`src/rtl/tws_pkg.sv`:
```
package tws_pkg;

  localparam int BYTE_W   = 8;
  localparam int TYPE_W   = 4;
  localparam int STRAP_W  = 3;
  localparam int ACK_SLOT = 8;   // bit count once eight bits have been clocked
  localparam int END_SLOT = 9;   // bit count during the ninth clock

  typedef enum logic [2:0] {
    ST_IDLE,
    ST_SEL,
    ST_WADDR,
    ST_WDATA,
    ST_RDATA,
    ST_QUIET
  } tws_state_t;

  // selector layout: {type, strap, dir}
  function automatic logic sel_hit(input logic [BYTE_W-1:0] b,
                                   input logic [STRAP_W-1:0] strap,
                                   input logic [TYPE_W-1:0] type_id);
    return (b[BYTE_W-1 -: TYPE_W] == type_id) && (b[STRAP_W:1] == strap);
  endfunction

  function automatic logic sel_is_read(input logic [BYTE_W-1:0] b);
    return b[0];
  endfunction

endpackage

```
`src/rtl/tws_sync.sv`:
```
module tws_sync #(
  parameter int   STAGES    = 2,
  parameter logic RESET_VAL = 1'b1
) (
  input  logic clk,
  input  logic rst_n,
  input  logic d,
  output logic q,
  output logic q_prev
);
  localparam int LAST = STAGES - 1;

  logic [LAST:0] chain;

  generate
    if (STAGES == 1) begin : g_one
      always_ff @(posedge clk or negedge rst_n) begin
        if (!rst_n) chain <= RESET_VAL;
        else        chain <= d;
      end
    end else begin : g_many
      always_ff @(posedge clk or negedge rst_n) begin
        if (!rst_n) chain <= {STAGES{RESET_VAL}};
        else        chain <= {chain[LAST-1:0], d};
      end
    end
  endgenerate

  always_ff @(posedge clk or negedge rst_n) begin
    if (!rst_n) q_prev <= RESET_VAL;
    else        q_prev <= chain[LAST];
  end

  assign q = chain[LAST];
endmodule

```
`src/rtl/tws_bus_events.sv`:
```
module tws_bus_events (
  input  logic scl,
  input  logic scl_prev,
  input  logic sda,
  input  logic sda_prev,
  output logic open_evt,
  output logic close_evt,
  output logic scl_rise,
  output logic scl_fall
);
  logic scl_held;

  assign scl_held  = scl & scl_prev;
  assign open_evt  = scl_held & sda_prev & ~sda;
  assign close_evt = scl_held & ~sda_prev & sda;
  assign scl_rise  = scl & ~scl_prev;
  assign scl_fall  = ~scl & scl_prev;
endmodule

```
`src/rtl/tws_ctrl.sv`:
```
module tws_ctrl
  import tws_pkg::*;
#(
  parameter int          AW       = 8,
  parameter logic [3:0]  DEV_TYPE = 4'b1010
) (
  input  logic               clk,
  input  logic               rst_n,
  input  logic               open_evt,
  input  logic               close_evt,
  input  logic               scl_rise,
  input  logic               scl_fall,
  input  logic               sda_s,
  input  logic [STRAP_W-1:0] strap,
  input  logic               wr_busy,
  input  logic [BYTE_W-1:0]  mem_rdata,
  output logic [AW-1:0]      ptr,
  output logic               drive_low,
  output logic               wb_valid,
  output logic [AW-1:0]      wb_addr,
  output logic [BYTE_W-1:0]  wb_data,
  output logic               wb_commit,
  output logic               sel_ack,
  output logic               in_idle
);
  localparam logic [3:0] ACK_C = 4'(ACK_SLOT);
  localparam logic [3:0] END_C = 4'(END_SLOT);
  localparam logic [3:0] LST_C = 4'(ACK_SLOT - 1);

  function automatic logic [AW-1:0] ptr_step(input logic [AW-1:0] p);
    return p + {{(AW-1){1'b0}}, 1'b1};
  endfunction

  tws_state_t        state;
  logic [3:0]        cnt;
  logic [BYTE_W-1:0] shreg;
  logic              ack_pend;
  logic              rd_dir;
  logic              mack;
  logic              got_data;
  logic [BYTE_W-1:0] rx_next;
  logic              hit_now;
  logic              rx_state;

  assign rx_next  = {shreg[BYTE_W-2:0], sda_s};
  assign hit_now  = sel_hit(rx_next, strap, DEV_TYPE) && !wr_busy;
  assign rx_state = (state == ST_SEL) || (state == ST_WADDR) || (state == ST_WDATA);
  assign in_idle  = (state == ST_IDLE);

  always_ff @(posedge clk or negedge rst_n) begin
    if (!rst_n) begin
      state     <= ST_IDLE;
      cnt       <= '0;
      shreg     <= '0;
      ack_pend  <= 1'b0;
      rd_dir    <= 1'b0;
      mack      <= 1'b0;
      got_data  <= 1'b0;
      ptr       <= '0;
      drive_low <= 1'b0;
      wb_valid  <= 1'b0;
      wb_addr   <= '0;
      wb_data   <= '0;
      wb_commit <= 1'b0;
      sel_ack   <= 1'b0;
    end else begin
      wb_valid  <= 1'b0;
      wb_commit <= 1'b0;
      sel_ack   <= 1'b0;
      if (open_evt) begin
        state     <= ST_SEL;
        cnt       <= '0;
        drive_low <= 1'b0;
        ack_pend  <= 1'b0;
        got_data  <= 1'b0;
      end else if (close_evt) begin
        if (state == ST_WDATA && got_data) wb_commit <= 1'b1;
        state     <= ST_IDLE;
        cnt       <= '0;
        drive_low <= 1'b0;
      end else if (rx_state) begin
        if (scl_rise && cnt < ACK_C) begin
          shreg <= rx_next;
          cnt   <= cnt + 4'd1;
          if (cnt == LST_C) begin
            unique case (state)
              ST_SEL: begin
                ack_pend <= hit_now;
                sel_ack  <= hit_now;
                rd_dir   <= sel_is_read(rx_next);
              end
              ST_WADDR: begin
                ptr      <= rx_next[AW-1:0];
                ack_pend <= 1'b1;
              end
              default: begin
                wb_valid <= 1'b1;
                wb_addr  <= ptr;
                wb_data  <= rx_next;
                ptr      <= ptr_step(ptr);
                got_data <= 1'b1;
                ack_pend <= 1'b1;
              end
            endcase
          end
        end else if (scl_fall && cnt == ACK_C) begin
          drive_low <= ack_pend;
          cnt       <= END_C;
        end else if (scl_fall && cnt == END_C) begin
          drive_low <= 1'b0;
          cnt       <= '0;
          if (!ack_pend) begin
            state <= ST_IDLE;
          end else if (state == ST_SEL) begin
            if (rd_dir) begin
              state     <= ST_RDATA;
              shreg     <= mem_rdata;
              drive_low <= ~mem_rdata[BYTE_W-1];
              ptr       <= ptr_step(ptr);
            end else begin
              state <= ST_WADDR;
            end
          end else if (state == ST_WADDR) begin
            state <= ST_WDATA;
          end
        end
      end else if (state == ST_RDATA) begin
        if (scl_rise) begin
          if (cnt < ACK_C)       cnt  <= cnt + 4'd1;
          else if (cnt == END_C) mack <= ~sda_s;
        end else if (scl_fall) begin
          if (cnt >= 4'd1 && cnt < ACK_C) begin
            shreg     <= {shreg[BYTE_W-2:0], shreg[BYTE_W-1]};
            drive_low <= ~shreg[BYTE_W-2];
          end else if (cnt == ACK_C) begin
            drive_low <= 1'b0;
            cnt       <= END_C;
          end else if (cnt == END_C) begin
            cnt <= '0;
            if (mack) begin
              shreg     <= mem_rdata;
              drive_low <= ~mem_rdata[BYTE_W-1];
              ptr       <= ptr_step(ptr);
            end else begin
              state <= ST_QUIET;
            end
          end
        end
      end
    end
  end
endmodule

```
`src/rtl/tw_eeprom_slave.sv`:
```
module tw_eeprom_slave #(
  parameter int         AW        = 8,
  parameter int         SYNC_STGS = 2,
  parameter logic [3:0] DEV_TYPE  = 4'b1010
) (
  input  logic          clk,
  input  logic          rst_n,
  input  logic          scl_in,
  input  logic          sda_in,
  output logic          sda_drive_low,
  input  logic [2:0]    strap_addr,
  input  logic          wr_busy,
  output logic [AW-1:0] mem_addr,
  input  logic [7:0]    mem_rdata,
  output logic          wb_valid,
  output logic [AW-1:0] wb_addr,
  output logic [7:0]    wb_data,
  output logic          wb_commit
);
  // named internal events, also observed by the bound checker
  logic scl_s, scl_p, sda_s, sda_p;
  logic open_evt, close_evt, scl_rise, scl_fall;
  logic sel_ack, in_idle;

  tws_sync #(.STAGES(SYNC_STGS), .RESET_VAL(1'b1)) u_scl_sync (
    .clk(clk), .rst_n(rst_n), .d(scl_in), .q(scl_s), .q_prev(scl_p)
  );

  tws_sync #(.STAGES(SYNC_STGS), .RESET_VAL(1'b1)) u_sda_sync (
    .clk(clk), .rst_n(rst_n), .d(sda_in), .q(sda_s), .q_prev(sda_p)
  );

  tws_bus_events u_events (
    .scl(scl_s), .scl_prev(scl_p), .sda(sda_s), .sda_prev(sda_p),
    .open_evt(open_evt), .close_evt(close_evt),
    .scl_rise(scl_rise), .scl_fall(scl_fall)
  );

  tws_ctrl #(.AW(AW), .DEV_TYPE(DEV_TYPE)) u_ctrl (
    .clk(clk), .rst_n(rst_n),
    .open_evt(open_evt), .close_evt(close_evt),
    .scl_rise(scl_rise), .scl_fall(scl_fall), .sda_s(sda_s),
    .strap(strap_addr), .wr_busy(wr_busy), .mem_rdata(mem_rdata),
    .ptr(mem_addr), .drive_low(sda_drive_low),
    .wb_valid(wb_valid), .wb_addr(wb_addr), .wb_data(wb_data),
    .wb_commit(wb_commit), .sel_ack(sel_ack), .in_idle(in_idle)
  );
endmodule

```
`config.mk`:
```
export PLATFORM = sky130hd
export DESIGN_NAME = tw_eeprom_slave
export DESIGN_NICKNAME = d
export VERILOG_FILES = /design/src/rtl/tws_pkg.sv /design/src/rtl/tws_sync.sv /design/src/rtl/tws_bus_events.sv /design/src/rtl/tws_ctrl.sv /design/src/rtl/tw_eeprom_slave.sv
export SDC_FILE = /design/constraint.sdc
export NUM_CORES = 1
export LEC_CHECK = 0
export BUFFER_PORTS_ARGS = -buffer_cell sky130_fd_sc_hd__buf_2
export CAP_MARGIN = 20
export CELL_PAD_IN_SITES_DETAIL_PLACEMENT = 1
export CELL_PAD_IN_SITES_GLOBAL_PLACEMENT = 2
export CORE_UTILIZATION = 37
export CTS_CLUSTER_SIZE = 16
export DETAILED_ROUTE_END_ITERATION = 12
export GPL_TIMING_DRIVEN = 0
export PLACE_DENSITY = 0.79
export RECOVER_POWER = 25
export SYNTH_ARGS = -nofsm -noshare
export SYNTH_HDL_FRONTEND = slang
export SYNTH_SLANG_ARGS = --single-unit
```
`constraint.sdc`:
```
create_clock -name clk -period 2.54 [get_ports clk]
set_clock_uncertainty 0.2 [all_clocks]
set_input_delay 0.508 -clock clk [delete_from_list [all_inputs] [get_ports clk]]
set_output_delay 0.508 -clock clk [all_outputs]
set_load 0.005 [all_outputs]
```
==> summary.md <==
| Metric | Value |
|---|---|
| Status | complete, no violations |
| Seq/Total Area, Yosys | 46.32% |
| Final wirelength | 7347 um |
| Hold Startpoint | sda_in |
| Hold EP | u_sda_sync.chain[0] |
| Top cells by area, synth | dfrtp_1 (41%), mux2_1 (6.0%), dfstp_2 (5.6%) |
| PD cells | 660.8 mW/mm2 |
| Vias in the first global route | 2298 |
| DR iter-0 viols | 104 |
| Die Span X | 89.38 um |
| Core area | 0.007331 mm2 |
| Avg WL per Cell | 17.62 um |
| Largest net degree at the start of global routing | 35 |
| First-pass GRT wire length | 12390 um |
| Critical path startpoint category | flop |
| Fmax | 412.6 MHz |
| Clk_lat worst skew | 300 ps |
| I/O Buffers | 42 |
| Mapped Nets | 282 |
| DR vias/cell | 5.381 |
| Slew Limit Headroom | 35.71% |
| Seq. cell area | 0.001310 mm2 |
| Critical Path End Type | flop |
| Leakage | 0.001610 uW |
| Die ar. | 0.007989 mm2 |
| Most common cell in the netlist | dfrtp_1 |
| Die height | 89.38 um |
| Ant. Diodes | 0 |
| Critical R2R Capture | u_ctrl.shreg[6] |
| Prevailing post-synth register cell | dfrtp_1 |
| Dpl hpwl | 5362 um |
| Starting Density | 38.54% |
| Max VDD drop | 0.2794 mV |
| Synth top cells by count | dfrtp_1 (46), nand2_1 (18), a21oi_1 (17) |
| Nets | 337 |
| Final core occ | 45.66% |
| Max Root-Sink Buffers | 2 |
| Area of the multi-input gates | 0.001445 mm2 |
| CTS tree | yes |
| Critical path class | reg -> reg |
| Drt drc | 0 |
| Tot GR Track Use | 20.75% |
| CP max-delay cell | dfrtp_1 |
| Yosys top cell by area | dfrtp_1 |
| FF-to-FF setup slack | 120 ps |
| Worst endpoint required time | 2540 ps |
| Cells after DPL | 404 |
| Layout area overhead | 18.47% |
| Fin crit share | 95.41% |
| Fill count | 815 |
| Register bit total from synthesis | 52 |
| Async S/R FF share, synth | 100.0% |
| Area share of the largest cell type after synthesis | 40.74% |
| Final Hold Viols | 0 |
| Placement Rows | 31 |
| Boundary pin count | 43 |
| Synthesized area | 0.002825 mm2 |
| H-tree levels | 2 |
| TritonCTS buffer count | 5 |
| Finished Layout Cells | 417 |
| Vias | 2244 |
| CP Max Fanout | 8 |
| Critical path cell sequence | inv_1 -> ha_2 -> nand3b_1 -> nor4_2 -> o2111a_1 -> and2_1 -> buf_6 -> mux2_4 |
| Max_cap viols | 0 |
| Drt pass-1 iters | 4 |
| Layout cells sized above 1 | 31.45% |
| R2R cell count | 8 |
| Arr. time, crit path | 2420 ps |
| Post-synth EDFFs | 0 |
| Worst path max stage delay | 430 ps |
| Reg2reg start | u_ctrl.cnt[1] |
| Slew @ Worst Pin | 964.3 ps |
| Distinct cells, synth | 58 |
| Slew Viols, Final | 0 |
| Clock transition at path regs | 100 ps |
| GP Congestion | 0.8183 |
| Synth Warn # | 0 |
| Syn Inst Count | 262 |
| Final setup viols | 0 |
| Clock sinks | 52 |
| GRT overflow | 0 |
| Clk root buf | clkbuf_8 |
| Avg Inst Size Synth | 10.78 um2 |
| HP Class | in -> reg |
| WHS Path Cells | 1 |
| Initial antenna violation count | 0 |
| Routed Antenna Nets | 0 |
| Post-layout min period | 2423 ps |
repair_timing:
action / 4_1_cts / 5_1_grt
endpoints found under the hold margin: 12 / 0
hold buffers: 1 / 0
setup endpoints to repair: 15 / 18
setup buffers: 0 / 4
pin swaps: 0 / 2
resized for setup: 2 / 6
cell type report:
class / count / share of cell area (%)
Inverter: 7 / 0.7850
Clock buffer: 6 / 2.168
Tap cell: 99 / 3.701
Buffer: 12 / 2.318
Multi-Input combinational cell: 191 / 43.18
Timing Repair Buffer: 48 / 7.664
Sequential cell: 52 / 39.14
Clock inverter: 2 / 1.047
cell usage in the layout (no fill, tap or decap), types with 4 or more instances in the layout:
cell	n
nor2_1	10
nand2_1	18
mux2i_1	4
clkbuf_8	5
nor2b_1	4
dfstp_2	5
mux2_2	9
mux2_4	8
o21ai_0	10
a21oi_1	17
buf_2	46
nor3_1	6
clkbuf_1	4
mux2_1	15
nand3_1	12
xnor2_1	4
nand4_1	4
a31oi_1	10
inv_1	7
buf_4	6
dfrtp_1	45
sequential cells by signal, summed over array words and instances, names as in the netlist, 2 cells and up:
signal            flops
u_ctrl.state          3
u_ctrl.cnt            4
u_sda_sync.chain      2
u_ctrl.shreg          8
u_scl_sync.chain      2
u_ctrl.wb_data        8
u_ctrl.wb_addr        8
u_ctrl.ptr            8
cells by family (layout without fill, tap and decap cells):
group	after synthesis	count (layout)	share of synthesized area, %
mux	36	36	15.23
buf+inv	19	75	3.587
xor+xnor	5	5	1.550
flops	52	52	46.32
simple gates	83	83	16.61
compound gates	63	63	14.93
fa+ha+maj	4	4	1.772
routing by layer:
| metal | GRT usage, % | share of wire, % | wire length [um] |
|---|---|---|---|
| met1 | 30.25 | 50 | 3670 |
| met2 | 32.20 | 47 | 3483 |
| met3 | 3.047 | 2.0 | 147 |
| met4 | 5.483 | 0.61 | 45 |
| met5 | 0 | 0 | 0 |
critical path, delay by kind of cell (launching register included):
| kind | cells | cell delay [ps] |
|---|---|---|
| and+or+nand+nor | 3 | 600 |
| DFF | 1 | 430 |
| muxes | 1 | 310 |
| buffers and inverters | 2 | 260 |
| AOI/OAI and AO/OA | 1 | 280 |
| adders and majority gates | 1 | 240 |
power by group:
| group | switching, uW | internal [uW] | total [uW] |
|---|---|---|---|
| sequential | 108 | 906 | 1010 |
| clock | 272 | 293 | 565 |
| combinational | 332 | 300 | 632 |
| total | 713 | 1500 | 2210 |
worst max-delay path by stage:
| stage | cells after the start | endpoint | start | slack [ps] |
|---|---|---|---|---|
| after floorplan | 6 | u_ctrl.shreg[1] | u_ctrl.cnt[0] | 320 |
| after global placement | 6 | u_ctrl.wb_addr[3] | u_ctrl.cnt[3] | 1 |
| after detailed placement | 6 | u_ctrl.wb_addr[1] | u_ctrl.cnt[3] | -50 |
| after CTS | 8 | u_ctrl.ptr[7] | u_ctrl.cnt[0] | 50 |
| after global routing | 7 | u_ctrl.shreg[2] | u_ctrl.cnt[0] | -10 |
| final | 8 | u_ctrl.shreg[6] | u_ctrl.cnt[1] | 120 |
stage by stage:
stage          setup WS (ps)  hold WS [ps]  TNS (ps)  instance area, um2  total power [uW]
6_report               116.6         96.23         0                3347              2212
5_1_grt               -10.64         72.45    -36.33                3347              2358
4_1_cts                47.43         78.81         0                3309              2201
3_5_place_dp          -48.23         148.2    -454.5                3179              1615
3_3_place_gp           1.173         145.5         0                3159              1591
2_1_floorplan          319.3         12.41         0                2825              1419
Note: power is estimated with default switching activity, not from simulation.
